===== src/rtl/irq_hub.sv =====
module irq_hub #(
  parameter int          NSRC      = 8,
  parameter logic [31:0] EDGE_MASK = 32'h0000_000F
) (
  input  logic            clk,
  input  logic            rst_n,
  input  logic [4:0]      bus_addr,
  input  logic            bus_wr,
  input  logic            bus_rd,
  input  logic [31:0]     bus_wdata,
  output logic [31:0]     bus_rdata,
  input  logic [NSRC-1:0] src_in,
  output logic            irq
);
  localparam logic [2:0] A_STAT = 3'd0, A_PEND = 3'd1, A_ENAB = 3'd2, A_ACK = 3'd3,
                         A_SETE = 3'd4, A_CLRE = 3'd5, A_VEC  = 3'd6, A_CTRL = 3'd7;
  localparam logic [NSRC-1:0] EDGE = EDGE_MASK[NSRC-1:0];

  logic [NSRC-1:0] stat_q, en_q, src_q;
  logic [1:0]      mer_q;
  logic [31:0]     vec;

  wire [2:0]      widx   = bus_addr[4:2];
  wire [NSRC-1:0] wd     = bus_wdata[NSRC-1:0];
  wire            hw_on  = mer_q[1];
  wire            wr_st  = bus_wr && widx == A_STAT;
  wire            wr_en  = bus_wr && widx == A_ENAB;
  wire            wr_ack = bus_wr && widx == A_ACK;
  wire            wr_se  = bus_wr && widx == A_SETE;
  wire            wr_ce  = bus_wr && widx == A_CLRE;
  wire            wr_mer = bus_wr && widx == A_CTRL;
  wire            unused_ok = &{1'b0, bus_addr[1:0], bus_wdata};

  wire [NSRC-1:0] rise   = src_in & ~src_q;
  wire [NSRC-1:0] hw_set = hw_on ? ((rise & EDGE) | (src_in & ~EDGE)) : '0;
  wire [NSRC-1:0] sw_set = (wr_st && !hw_on) ? wd : '0;
  wire [NSRC-1:0] clr    = wr_ack ? wd : '0;
  wire [NSRC-1:0] pend   = stat_q & en_q;

  always_ff @(posedge clk or negedge rst_n) begin
    if (!rst_n) begin
      stat_q <= '0;
      en_q   <= '0;
      src_q  <= '0;
      mer_q  <= '0;
    end else begin
      src_q  <= src_in;
      stat_q <= (stat_q & ~clr) | hw_set | sw_set;
      if (wr_en)      en_q <= wd;
      else if (wr_se) en_q <= en_q | wd;
      else if (wr_ce) en_q <= en_q & ~wd;
      if (wr_mer) mer_q <= {mer_q[1] | bus_wdata[1], bus_wdata[0]};
    end
  end

  always_comb begin
    vec = '1;
    for (int i = NSRC - 1; i >= 0; i--)
      if (pend[i]) vec = 32'(i);
  end

  always_comb begin
    bus_rdata = '0;
    if (bus_rd) begin
      case (widx)
        A_STAT:  bus_rdata = 32'(stat_q);
        A_PEND:  bus_rdata = 32'(pend);
        A_ENAB:  bus_rdata = 32'(en_q);
        A_VEC:   bus_rdata = vec;
        A_CTRL:  bus_rdata = 32'(mer_q);
        default: bus_rdata = '0;
      endcase
    end
  end

  assign irq = mer_q[0] & |pend;
endmodule


===== config.mk =====
export PLATFORM = sky130hd
export DESIGN_NAME = irq_hub
export DESIGN_NICKNAME = d
export VERILOG_FILES = /design/src/rtl/irq_hub.sv
export SDC_FILE = /design/constraint.sdc
export NUM_CORES = 1
export LEC_CHECK = 0
export BUFFER_PORTS_ARGS = -buffer_cell sky130_fd_sc_hd__buf_2
export CORE_MARGIN = 1
export CORE_UTILIZATION = 50
export DETAILED_ROUTE_END_ITERATION = 6
export PLACE_DENSITY = 0.95
export SKIP_LAST_GASP = 1
export SYNTH_ARGS = -nofsm -noshare
export SYNTH_HDL_FRONTEND = slang
export SYNTH_SLANG_ARGS = --single-unit

===== constraint.sdc =====
create_clock -name clk -period 6.3 [get_ports clk]
set_clock_uncertainty 0.15 [all_clocks]
set_input_delay 0.315 -clock clk [delete_from_list [all_inputs] [get_ports clk]]
set_output_delay 0.315 -clock clk [all_outputs]
set_load 0.05 [all_outputs]

==> summary.txt <==
CP startpoint kind: register
Slew Viols, Final: 0
Tcrit/Tclk final: 0.451
crit-path cells: a22o_1 > nor4_4 > nand4_2 > inv_1 > buf_2
Lkg Pwr: 0.848 nW
CTS tree: done
Hold Crit Start: src_in[5]
Reg2Reg Depth: 2
fin util: 0.585
area share of the largest cell type after synthesis: 0.330
Num CTS Buffers: 3
die area: 3570 µm²
Synth area leader: dfrtp_1
vias in the first global route: 1378
n_diodes: 0
Core ar.: 3100 µm²
slowest CP cell: dfrtp_1
Placed Area: 1740 µm²
routed wire length: 3.91 mm
WHS Path Cells: 2
outcome: completed
r2r startpoint: mer_q[1]
setup total negative slack: 0 ns
Finished Layout Cells: 256
post-synthesis async set-or-reset flop share: 1.00
initial antenna violation count: 0
routed len/inst: 15.3 µm
Yosys Warn Count: 0
post-synthesis sequential area ratio: 0.330
Clk Tree Root Cell: clkbuf_4
max-cap violations: 0
final hold vios: 0
Synth Area per Inst: 9.11 µm²
Synth Register Bits: 22
PortBufs: 55
crit end category: primary output
Cell Rows: 20
residual DRC count: 0
1st-iter DRT viols: 66
syn nets: 232
Syn Inst Count: 183
Clock Sinks: 22
Die Width: 59.7 µm
Pwr Total: 0.364 mW
highest clock rate: 352 MHz
hpwl dp: 2.66 mm
worst-margin pin slew: 0.608 ns
Finished Cell Area: 1810 µm²
Crit path arrival time: 2.37 ns
Reg-to-Reg End: stat_q[0]
# resized after CTS: 0
largest net degree at the start of global routing: 25
commonest non-fill, non-tap cell in the layout: buf_2
worst setup margin: 3.46 ns
GP Congestion: 0.936
slowest stage delay, CP: 0.45 ns
ANT nets after route: 0
DP Cell Count: 248
CP Class: reg2out
Final Setup Violations: 0
synth top area cells: dfrtp_1, buf_4, nand2_1
most frequent cells in the layout: buf_2, nand2_1, dfrtp_1
drt pass-1 iters: 4
Area Growth Syn to Fin: 8.86%
Reg clk slew, reported paths: 0.12 ns
HP Class: in2reg
CP required: 5.83 ns
RSZ-0062 raised after global routing: false
Post-layout nets: 263
die height: 59.7 µm
first-pass GRT wire length: 6.30 mm
via count: 1516
PD cells: 201 nW/µm²
worst skew pair latency: 0.30 ns
reg2reg setup slack: 4.69 ns
H-tree depth: 1
Overall Global Routing Usage: 0.242
fin crit period: 2.84 ns
Cell Area, Synth: 1670 µm²
library cells used by synthesis: 42
worst-path fanout max: 24
Hold Path End: stat_q[5]
vias per cell: 5.92
Place WS: 3.78 ns
main flop type after synthesis: dfrtp_1
Post-synth EDFFs: 0
starting density of the core: 0.537
Ports: 82
Overflow after GRT: 0
CTS max path bufs: 2
relative slew slack: 0.592
peak supply drop: 0.123 mV
ratio of cells with drive above 1 in the final layout: 0.330
final hold slack: 0.0730 ns
per-layer routing:
layer,up-vias,share of wire,global-route usage
li1,708,-,-
met1,711,0.41,0.332
met2,91,0.49,0.367
met3,6,0.090,0.0195
met4,0,0.014,0.153
met5,-,0,0
critical path, delay by kind of cell, from the launching register on:
| family | cells | cell delay (ns) |
|---|---|---|
| buffers and inverters | 2 | 0.75 |
| DFF | 1 | 0.45 |
| AOI/OAI and AO/OA | 1 | 0.31 |
| and+or+nand+nor | 2 | 0.56 |
power by group:
group / switching [mW] / total (mW) / internal (mW)
sequential: 0.0185 / 0.172 / 0.153
combinational: 0.0826 / 0.128 / 0.0456
clock: 0.0423 / 0.0646 / 0.0224
repair_timing:
action,CTS,global route
buffers inserted,0,0
hold endpoints to repair,26,0
hold buffers,5,0
cells by family (layout without fill, tap and decap cells):
family | after synthesis | in the layout | share of synthesized area
AO/OA/AOI/OAI | 66 | 66 | 0.290
XOR/XNOR | 1 | 1 | 0.00976
buffers and inverters | 38 | 67 | 0.162
flip-flops | 22 | 22 | 0.330
multiplexers | 2 | 2 | 0.0128
AND/OR/NAND/NOR | 54 | 54 | 0.195
area by class of cell:
type,count,area (µm²)
fillers,277,1290
multi-input cells,123,846
flip-flops and latches,22,551
repair buffers,60,325
well taps,44,55.1
clock buffers,3,22.5
inverters,4,15.0
synth_stat cells (3+ instances only):
cell and n:
o21ai_0 7, dfrtp_1 22, inv_1 4, and3b_1 5, buf_4 23, nand2_1 29
a32oi_1 5, a22o_1 4, a31oi_1 3, a211oi_1 7, buf_6 5, a221o_1 8
clkbuf_1 3, nand2b_1 7, a21oi_1 19
worst max path at each step:
stage,start,depth (start not counted),slack [ns],to
2_1_floorplan,register,6,3.68,bus_rdata[10]
5_1_grt,register,5,3.21,bus_rdata[11]
4_1_cts,register,5,3.43,bus_rdata[18]
3_5_place_dp,register,5,3.78,bus_rdata[18]
6_report,register,5,3.46,bus_rdata[18]
3_3_place_gp,register,5,3.83,bus_rdata[17]
No activity file was read; power rests on OpenSTA's default activity.
